$ cat src/rtl/tbam_pkg.sv
package tbam_pkg;

    localparam int BYTE_W   = 8;
    localparam int TAG_W    = 5;
    localparam int HI_W     = 2;
    localparam int LO_W     = 8;
    localparam int ADDR_W   = HI_W + LO_W;
    localparam logic [TAG_W-1:0] HDR_TAG = 5'b11110;

    typedef enum logic [2:0] {
        PH_IDLE,
        PH_HDR,
        PH_LOW,
        PH_RECV,
        PH_SEND,
        PH_SKIP
    } phase_e;

    typedef struct packed {
        logic tag_ok;
        logic hi_ok;
        logic rd;
        logic lo_ok;
    } byte_cmp_t;

    typedef struct packed {
        logic ack;
        logic first;
        logic data;
    } pulse_t;

    function automatic logic tag_hit(input logic [BYTE_W-1:0] b);
        return b[BYTE_W-1 -: TAG_W] == HDR_TAG;
    endfunction

    function automatic logic hi_hit(input logic [BYTE_W-1:0] b,
                                    input logic [HI_W-1:0] hi);
        return b[HI_W:1] == hi;
    endfunction

endpackage

$ cat src/rtl/tbam_byte_cmp.sv
module tbam_byte_cmp
    import tbam_pkg::*;
(
    input  logic [BYTE_W-1:0] byte_i,
    input  logic [ADDR_W-1:0] own_i,
    output byte_cmp_t         cmp_o
);
    logic [HI_W-1:0] own_hi;
    logic [LO_W-1:0] own_lo;

    assign own_hi = own_i[ADDR_W-1 -: HI_W];
    assign own_lo = own_i[LO_W-1:0];

    always_comb begin
        cmp_o.tag_ok = tag_hit(byte_i);
        cmp_o.hi_ok  = hi_hit(byte_i, own_hi);
        cmp_o.rd     = byte_i[0];
        cmp_o.lo_ok  = (byte_i == own_lo);
    end
endmodule

$ cat src/rtl/tbam_own_latch.sv
module tbam_own_latch
    import tbam_pkg::*;
(
    input  logic              clk,
    input  logic              rst,
    input  logic              busy_i,
    input  logic [ADDR_W-1:0] own_i,
    output logic [ADDR_W-1:0] own_o
);
    always_ff @(posedge clk) begin
        if (rst || !busy_i)
            own_o <= own_i;
    end


    own_hold_chk: assert property (@(posedge clk) disable iff (rst)
        $past(busy_i) |-> $stable(own_o));
endmodule

$ cat src/rtl/tbam_seq.sv
module tbam_seq
    import tbam_pkg::*;
(
    input  logic      clk,
    input  logic      rst,
    input  logic      ev_start,
    input  logic      ev_rstart,
    input  logic      ev_stop,
    input  logic      byte_valid,
    input  byte_cmp_t cmp,
    output logic      ack_o,
    output logic      first_o,
    output logic      data_o,
    output logic      addressed_o,
    output logic      xmit_o,
    output logic      busy_o
);
    phase_e phase_q, phase_d;
    logic   prior_q, prior_d;
    logic   rs_q, rs_d;
    logic   busy_q, busy_d;
    logic   addr_q, addr_d;
    logic   dir_q, dir_d;
    pulse_t pulse_q, pulse_d;
    logic   hdr_match;

    assign hdr_match = cmp.tag_ok && cmp.hi_ok;

    always_comb begin
        phase_d = phase_q;
        prior_d = prior_q;
        rs_d    = rs_q;
        busy_d  = busy_q;
        addr_d  = addr_q;
        dir_d   = dir_q;
        pulse_d = '0;
        if (ev_stop) begin
            phase_d = PH_IDLE;
            prior_d = 1'b0;
            rs_d    = 1'b0;
            busy_d  = 1'b0;
            addr_d  = 1'b0;
            dir_d   = 1'b0;
        end else if (ev_start) begin
            phase_d = PH_HDR;
            prior_d = 1'b0;
            rs_d    = 1'b0;
            busy_d  = 1'b1;
            addr_d  = 1'b0;
            dir_d   = 1'b0;
        end else if (ev_rstart) begin
            phase_d = PH_HDR;
            rs_d    = 1'b1;
            busy_d  = 1'b1;
        end else if (byte_valid) begin
            unique case (phase_q)
                PH_HDR: begin
                    if (hdr_match && !cmp.rd) begin
                        pulse_d.ack   = 1'b1;
                        pulse_d.first = 1'b1;
                        phase_d       = PH_LOW;
                    end else if (hdr_match && rs_q && prior_q) begin
                        pulse_d.ack   = 1'b1;
                        pulse_d.first = 1'b1;
                        phase_d       = PH_SEND;
                        addr_d        = 1'b1;
                        dir_d         = 1'b1;
                    end else begin
                        phase_d = PH_SKIP;
                        prior_d = 1'b0;
                        addr_d  = 1'b0;
                        dir_d   = 1'b0;
                    end
                end
                PH_LOW: begin
                    if (cmp.lo_ok) begin
                        pulse_d.ack = 1'b1;
                        phase_d     = PH_RECV;
                        prior_d     = 1'b1;
                        addr_d      = 1'b1;
                        dir_d       = 1'b0;
                    end else begin
                        phase_d = PH_SKIP;
                        prior_d = 1'b0;
                        addr_d  = 1'b0;
                        dir_d   = 1'b0;
                    end
                end
                PH_RECV: pulse_d.data = 1'b1;
                default: ;
            endcase
        end
    end

    always_ff @(posedge clk) begin
        if (rst) begin
            phase_q <= PH_IDLE;
            prior_q <= 1'b0;
            rs_q    <= 1'b0;
            busy_q  <= 1'b0;
            addr_q  <= 1'b0;
            dir_q   <= 1'b0;
            pulse_q <= '0;
        end else begin
            phase_q <= phase_d;
            prior_q <= prior_d;
            rs_q    <= rs_d;
            busy_q  <= busy_d;
            addr_q  <= addr_d;
            dir_q   <= dir_d;
            pulse_q <= pulse_d;
        end
    end

    assign ack_o       = pulse_q.ack;
    assign first_o     = pulse_q.first;
    assign data_o      = pulse_q.data;
    assign addressed_o = addr_q;
    assign xmit_o      = dir_q;
    assign busy_o      = busy_q;


    ack_single_chk: assert property (@(posedge clk) disable iff (rst)
        ack_o |=> !ack_o);

    ack_cause_chk: assert property (@(posedge clk) disable iff (rst)
        ack_o |-> $past(byte_valid));

    first_with_ack_chk: assert property (@(posedge clk) disable iff (rst)
        first_o |-> ack_o);

    data_not_ack_chk: assert property (@(posedge clk) disable iff (rst)
        data_o |-> !ack_o);

    stop_clear_chk: assert property (@(posedge clk) disable iff (rst)
        ev_stop |=> (!addressed_o && !prior_q));

    no_blind_send_chk: assert property (@(posedge clk) disable iff (rst)
        (byte_valid && !ev_start && !ev_rstart && !ev_stop &&
         phase_q == PH_HDR && cmp.rd && !prior_q) |=> (!ack_o && !xmit_o));

    send_needs_addr_chk: assert property (@(posedge clk) disable iff (rst)
        xmit_o |-> addressed_o);
endmodule

$ cat src/rtl/tenbit_addr_match.sv
module tenbit_addr_match
    import tbam_pkg::*;
(
    input  logic        clk,
    input  logic        rst,
    input  logic [9:0]  own_addr_i,
    input  logic        start_i,
    input  logic        rstart_i,
    input  logic        stop_i,
    input  logic        rx_valid_i,
    input  logic [7:0]  rx_byte_i,
    output logic        ack_o,
    output logic        first_byte_o,
    output logic        data_strobe_o,
    output logic        addressed_o,
    output logic        transmit_o
);
    logic [ADDR_W-1:0] own_q;
    logic              busy;
    byte_cmp_t         cmp;

    tbam_own_latch u_own (
        .clk    (clk),
        .rst    (rst),
        .busy_i (busy),
        .own_i  (own_addr_i),
        .own_o  (own_q)
    );

    tbam_byte_cmp u_cmp (
        .byte_i (rx_byte_i),
        .own_i  (own_q),
        .cmp_o  (cmp)
    );

    tbam_seq u_seq (
        .clk         (clk),
        .rst         (rst),
        .ev_start    (start_i),
        .ev_rstart   (rstart_i),
        .ev_stop     (stop_i),
        .byte_valid  (rx_valid_i),
        .cmp         (cmp),
        .ack_o       (ack_o),
        .first_o     (first_byte_o),
        .data_o      (data_strobe_o),
        .addressed_o (addressed_o),
        .xmit_o      (transmit_o),
        .busy_o      (busy)
    );
endmodule

$ cat config.mk
export PLATFORM = sky130hd
export DESIGN_NAME = tenbit_addr_match
export DESIGN_NICKNAME = d
export VERILOG_FILES = /design/src/rtl/tbam_pkg.sv /design/src/rtl/tbam_byte_cmp.sv /design/src/rtl/tbam_own_latch.sv /design/src/rtl/tbam_seq.sv /design/src/rtl/tenbit_addr_match.sv
export SDC_FILE = /design/constraint.sdc
export NUM_CORES = 1
export LEC_CHECK = 0
export ABC_AREA = 1
export BUFFER_PORTS_ARGS = -buffer_cell sky130_fd_sc_hd__buf_2
export CAP_MARGIN = 20
export CELL_PAD_IN_SITES_DETAIL_PLACEMENT = 1
export CELL_PAD_IN_SITES_GLOBAL_PLACEMENT = 2
export CORE_MARGIN = 2
export CORE_UTILIZATION = 29
export DETAILED_ROUTE_END_ITERATION = 8
export MAX_ROUTING_LAYER = met4
export PLACE_DENSITY_LB_ADDON = 0.12
export SETUP_SLACK_MARGIN = 0.2
export SYNTH_ARGS = -nofsm -noshare
export SYNTH_HDL_FRONTEND = slang
export SYNTH_SLANG_ARGS = --single-unit
$ cat constraint.sdc
create_clock -name clk -period 1.2 [get_ports clk]
set_input_delay 0.18 -clock clk [delete_from_list [all_inputs] [get_ports clk]]
set_output_delay 0.18 -clock clk [all_outputs]
set_load 0.01 [all_outputs]
# After elaboration in Yosys (flattened, before gate mapping)

Cells that the tools add are included.

Flip-flop bits (word level): 21
Bits of input ports: 24
Output and inout port bits: 5

Equality and inequality tests: 8
Mux-type cells: 21
Bitwise operators: 3
Reduce and logical (&&, ||, !) cells: 20

Operators by type and width:

| cell                                          | count |
|---|---|
| two-way mux 1 bit                             | 12 |
| == test 8 bit                                 | 1 |
| one-hot mux 1 bit (2 select lines)            | 4 |
| == test 3 x 2 -> 1 bit, second input constant | 2 |
| two-way mux 3 bit                             | 2 |
| one-hot mux 3 bit (2 select lines)            | 1 |
| OR reduction 6 bit                            | 1 |
| == test 5 bit, second input constant          | 1 |
| AND reduction 5 bit                           | 1 |
| OR reduction 5 bit                            | 1 |
| logical AND 1 bit                             | 4 |
| two-way mux 2 bit                             | 2 |
| inequality test 2 bit, second input constant  | 2 |
| AND reduction 2 bit                           | 2 |
| AND reduction 4 bit                           | 1 |
| nonzero test 2 bit                            | 2 |
| nonzero test 4 bit                            | 1 |
| OR reduction 4 bit                            | 1 |
| == test 3 x 1 -> 1 bit, second input constant | 1 |
| NOT 1 bit                                     | 3 |
| nonzero test 3 bit                            | 1 |
| OR reduction 3 bit                            | 1 |
| == test 2 bit                                 | 1 |
| logical NOT 1 bit                             | 2 |
| 2 further kinds                               | 2 |

# Longest topological paths before layout

Depth in word-level cells: 10
Gate-level depth with buffers: 10
Gate-level depth less buffers: 10

# Cells and area by module

A second synthesis with hierarchy kept.

Cell total of the unflattened synthesis: 137
Area total of the unflattened synthesis: 1038.5 um^2

By module, submodules not included:

| module         | times used | cells an instance | area an instance (um^2) | seq. area each (um^2) |
|---|---|---|---|---|
| tbam_seq       | 1          | 75                | 526.8                   | 220.2 |
| tbam_own_latch | 1          | 12                | 307.8                   | 300.3 |
| tbam_byte_cmp  | 1          | 50                | 203.9                   | 0.0 |

# Least setup slack after synthesis

OpenSTA, ideal clock, no wires.

Path type: flip-flop to flip-flop
From: register u_own.own_o[9]
To: register u_seq.prior_q
Arrival: 1.010 ns
Required time: 1.091 ns
Path slack: 0.081 ns
Stages on the path, launching flop included: 9
Path buffers: 0
Clock period less this slack: 1.119 ns
Cells stage by stage: edfxtp_1 > a21oi_2 > nand2_1 > nor2_4 > nand3_2 > nand3_2 > nand2_1 > inv_2 > nor2_2

Word-level cells in the longest chain between the ends: 6
Elaborated cells between the ends (all ways): 8
Those cells by class: 3 x eq/ne; 5 x reduce/logical

Ends and longest elaborated chain:

| item                                   | line                 | source |
|---|---|---|
| start, declared                        | tbam_own_latch.sv:8  | `output logic [ADDR_W-1:0] own_o` |
| start signal, assigned                 | tbam_own_latch.sv:12 | `own_o <= own_i;` |
| == test 2 bit *                        | tbam_pkg.sv:38       | `return b[HI_W:1] == hi;` |
| logical AND 1 bit *                    | tbam_seq.sv:27       | `assign hdr_match = cmp.tag_ok && cmp.hi_ok;` |
| logical AND 1 bit (2 in a row)         | tbam_seq.sv:62       | `end else if (hdr_match && rs_q && prior_q) begin` |
| inequality test 2 bit (no source line) | -                    |  |
| AND reduction 5 bit (no source line) * | -                    |  |
| end signal, assigned                   | tbam_seq.sv:106      | `prior_q <= prior_d;` |
| end, declared                          | tbam_seq.sv:19       | `logic prior_q, prior_d;` |

Every way passes the cells marked *; elsewhere a longest branch is shown, timed or not.
A chain may end at the register's enable or synchronous reset.

# Final worst setup path

Ends and elaborated chain as after synthesis.

==> results by stage <==
Global route:
- The overflow left after global routing is 0.
- The first global-routing pass estimated ~4200 µm of wire.
- The number of global-route vias before repair is around 960.
- Entering global routing, the biggest net connects 12 pins.
- The initial antenna violation count is 0.
- The total routing usage reported by global routing is roughly an eighth.

STA:
- The final setup slack of the worst path is -0.04911 ns.
- After layout, the minimum clock period comes to 1.249 ns.
- The final count of negative-setup-slack endpoints is 6.
- The actual slew at the worst max-slew pin is 0.2592 ns.
- The number of endpoints with negative hold slack in the final report is 0.
- The maximum clock frequency is around 800 MHz.
- The count of final max-slew check failures came to 0.
- The share of the clock period used by the worst path is 104.1%.
- The normalized max-slew margin is around 83%.
- The worst clock skew is about 0.0043 ns.
- Setup repair after global routing could not meet its margin everywhere.
- In the final timing run, aggregate negative setup slack is -0.1577 ns.

Layout:
- The number of antenna cells inserted is 0.
- Of the cells placed in the final design, the portion with a size suffix greater than 1 is approximately 43%.
- For this run, the share of the core covered by cells in the final layout is 39.18%.
- The final instance area is around 0.0014 mm².
- The leading cell type in the layout, fill and taps excluded is sky130_fd_sc_hd__nand2_1.
- After the last flow step, the layout net total stands at 193.
- The multi-input combinational cells in the finished layout cover a total of 544.3 µm².
- The footprint of the flip-flops and latches is between 500 and 600 µm².
- In the layout the commonest cells are sky130_fd_sc_hd__nand2_1, sky130_fd_sc_hd__buf_2, sky130_fd_sc_hd__inv_1, sky130_fd_sc_hd__nor2_1, sky130_fd_sc_hd__dfxtp_1.
- The number of fill cells in the layout is ~470.
- The area added between synthesis and finish is 28.19%.

Power:
- Per report_power, the sequential group accounts for 53.7% of the total.
- The power density over cell area is approximately 1000 mW/mm².
- Combinational cells account for 13.0% of the total power.
- In this run the static leakage power is around 0.72 nW.
- The power dissipated by switching net loads is between 300 and 400 µW.
- The switching share of power is around 24%.
- Of the total power, the clock network draws 33.3%.
- VDD sags by at most 0.0004740 V.
- The internal portion of the total power is 1.120 mW.
- The design draws 1.482 mW.

Route:
- For this run, design rule violations remaining after detail routing come to 0.
- The pre-antenna-repair detailed-routing pass consisted of 4 iterations.
- For this block, the routed nets add up to 2466 µm of wire.
- After detailed routing, the number of vias per cell comes to about 4.3.
- The number of violations reported at the end of detailed-routing iteration 0 is 13.
- The via count of the routed design is about 920.
- In this run the remaining antenna-violating nets after routing total 0.
- After detailed routing, the average wire length per cell comes to approximately 11 µm.

Synthesis:
- After synthesis, the netlist uses 24 different library cells.
- Averaged over all synthesized cells, the footprint is 8.413 µm².
- The number of nets handed over by synthesis was around 160.
- Yosys printed 0 warnings.
- Summing every instance area after synthesis gives roughly 0.0011 mm².
- The synthesized design contains 21 register bits.
- The cell count after synthesis came out at around 130.
- The sequential element share of the synthesized area is between 40% and 50%.

Outcome:
- The checks that failed: negative setup slack.
- The run finished, with violations left.

Worst setup path:
- The worst setup path is launched from a register.
- In this run the worst path has a maximum fanout of 3.
- Data on the critical path arrives at its endpoint at about 1.4 ns.
- The critical path is of the register to register type.
- Data on the critical path is required at its endpoint by roughly 1.4 ns.
- STA classifies the critical path endpoint as a register.

Clock network:
- The clock tree buffer depth is 2.
- The clock tree from TritonCTS is done.
- The clock-pin transition on the worst setup and hold timing paths is around 0.08 ns.
- The number of buffers inserted by hold repair at cts is 0.
- Counting every sink on the clock net gives 21.
- The root buffer cell is sky130_fd_sc_hd__clkbuf_8.
- TritonCTS created 3 clock buffers.
- In this run the number of H-tree levels came out at 1.
- The clock insertion delay at the later pin of the skew report is 0.26 ns.

Place:
- Timing analysis after detailed placement gives a worst setup slack of -0.03009 ns.
- The detailed-placement wirelength estimate is a little over 2000 µm.
- The instance area after placement is roughly 0.0013 mm².
- Port buffering added 28 buffers.
- The final weighted congestion of routability-driven global placement is about 0.78.

Floorplanning:
- The placeable core area is 0.003689 mm².
- The cell row count is 22.
- Measured along the y axis, the die boundary spans roughly 66 µm.
- Pin placement for this block handled 29 I/O pins.
- The total die area is between 0.004 and 0.005 mm².
- The initial core utilization is 30.56%.
- The horizontal die dimension is ~66 µm.

Flow run:
- Across the run, the number of max-cap violations was 0.

Worst hold path:
- The min-delay analysis places its worst path in the category input pin to register.
[Yosys cell counts]
| cell type | number | area share [%] |
|---|---|---|
| sky130_fd_sc_hd__nor2_4 | 2 | 2.0 |
| sky130_fd_sc_hd__or2_4 | 1 | 0.78 |
| sky130_fd_sc_hd__nand2_1 | 32 | 11 |
| sky130_fd_sc_hd__o211ai_2 | 1 | 1.1 |
| sky130_fd_sc_hd__nand2_2 | 2 | 1.1 |
| sky130_fd_sc_hd__a21oi_1 | 4 | 1.8 |
| sky130_fd_sc_hd__inv_1 | 21 | 7.0 |
| sky130_fd_sc_hd__and3_4 | 1 | 1.0 |
| sky130_fd_sc_hd__nand4_1 | 1 | 0.56 |
| sky130_fd_sc_hd__inv_2 | 9 | 3.0 |
| sky130_fd_sc_hd__a21boi_1 | 1 | 0.67 |
| sky130_fd_sc_hd__a21oi_2 | 1 | 0.78 |
| sky130_fd_sc_hd__nor4_2 | 1 | 1.1 |
| sky130_fd_sc_hd__nand3_4 | 1 | 1.6 |
| sky130_fd_sc_hd__nor2_8 | 1 | 1.8 |
| sky130_fd_sc_hd__edfxtp_1 | 10 | 27 |
| sky130_fd_sc_hd__nor2_1 | 15 | 5.0 |
| sky130_fd_sc_hd__nand3_1 | 4 | 1.8 |
| sky130_fd_sc_hd__dfxtp_1 | 11 | 20 |
| sky130_fd_sc_hd__nand2_4 | 2 | 2.0 |
| sky130_fd_sc_hd__or2_0 | 1 | 0.56 |
| sky130_fd_sc_hd__xnor2_1 | 3 | 2.3 |
| sky130_fd_sc_hd__nor2_2 | 2 | 1.1 |
| sky130_fd_sc_hd__nand3_2 | 7 | 6.2 |
[flip-flops by register name, summed over array words and instances (netlist names)]
name,flops
u_seq.rs_q,1
u_own.own_o,10
u_seq.first_o,1
u_seq.prior_q,1
u_seq.ack_o,1
u_seq.busy_o,1
u_seq.addressed_o,1
u_seq.xmit_o,1
u_seq.data_o,1
u_seq.phase_q,3
[final timing paths]
path / startpoint / end / slack, ns / depth (start not counted)
setup / recovery: u_own.own_o[9] / u_seq.prior_q / -0.05 / 9
hold / removal: own_addr_i[3] / u_own.own_o[3] / 0.09 / 1
setup reg to reg: u_own.own_o[9] / u_seq.prior_q / -0.05 / 9
hold reg to reg: u_seq.phase_q[2] / u_seq.data_o / 0.45 / 1
[power by group through the flow]
stage	combinational [mW]	sequential (mW)	clock (mW)
2_1_floorplan	0.107	0.810	0
3_3_place_gp	0.181	0.812	0
3_5_place_dp	0.185	0.813	0
4_1_cts	0.186	0.796	0.513
5_1_grt	0.221	0.800	0.548
6_report	0.193	0.796	0.494
[final cells by class]
| class | instances | area share [%] |
|---|---|---|
| Clock buffer | 4 | 3.377 |
| Sequential cell | 21 | 36.02 |
| Timing Repair Buffer | 30 | 11.00 |
| Inverter | 30 | 7.792 |
| Multi-Input combinational cell | 83 | 37.66 |
| Tap cell | 48 | 4.156 |
[metrics by stage]
stage / std cells / hold slack (ns)
after floorplan: 134 / 0.2789
after detailed placement: 211 / 0.3584
final: 216 / 0.09419
after global placement: 211 / 0.3562
after global routing: 216 / 0.08410
after CTS: 215 / 0.08905
[routing by layer]
layer | up-vias | routed length, µm | GRT usage (%)
li1 | 477 | - | -
met1 | 422 | 1117 | 15.22
met2 | 17 | 1231 | 21.50
met3 | 2 | 93 | 2.555
met4 | 0 | 24 | 4.592
met5 | - | 0 | -
[cell families after synthesis]
family | Yosys count | synth area share, %
xor gates and xnor gates | 3 | 2.331
and+or+nand+nor | 73 | 37.18
AOI/OAI and AO/OA | 7 | 4.329
DFF | 21 | 46.17
buffers and inverters | 30 | 9.989
[critical path: stages, from the launching register on]
cell	delay, ns
sky130_fd_sc_hd__edfxtp_1	0.40
sky130_fd_sc_hd__inv_1	0.07
sky130_fd_sc_hd__nand2_2	0.07
sky130_fd_sc_hd__nand3_2	0.09
sky130_fd_sc_hd__nor2_4	0.16
sky130_fd_sc_hd__nand3_2	0.13
sky130_fd_sc_hd__nand3_2	0.09
sky130_fd_sc_hd__nand2_1	0.07
sky130_fd_sc_hd__inv_2	0.05
sky130_fd_sc_hd__nor2_2	0.03
[repair_timing]
item,in CTS,in global routing
pin swaps,4,6
setup endpoints to repair,8,8
gates resized for setup,0,12
setup buffers,0,1
(Power assumes the default switching activity.)
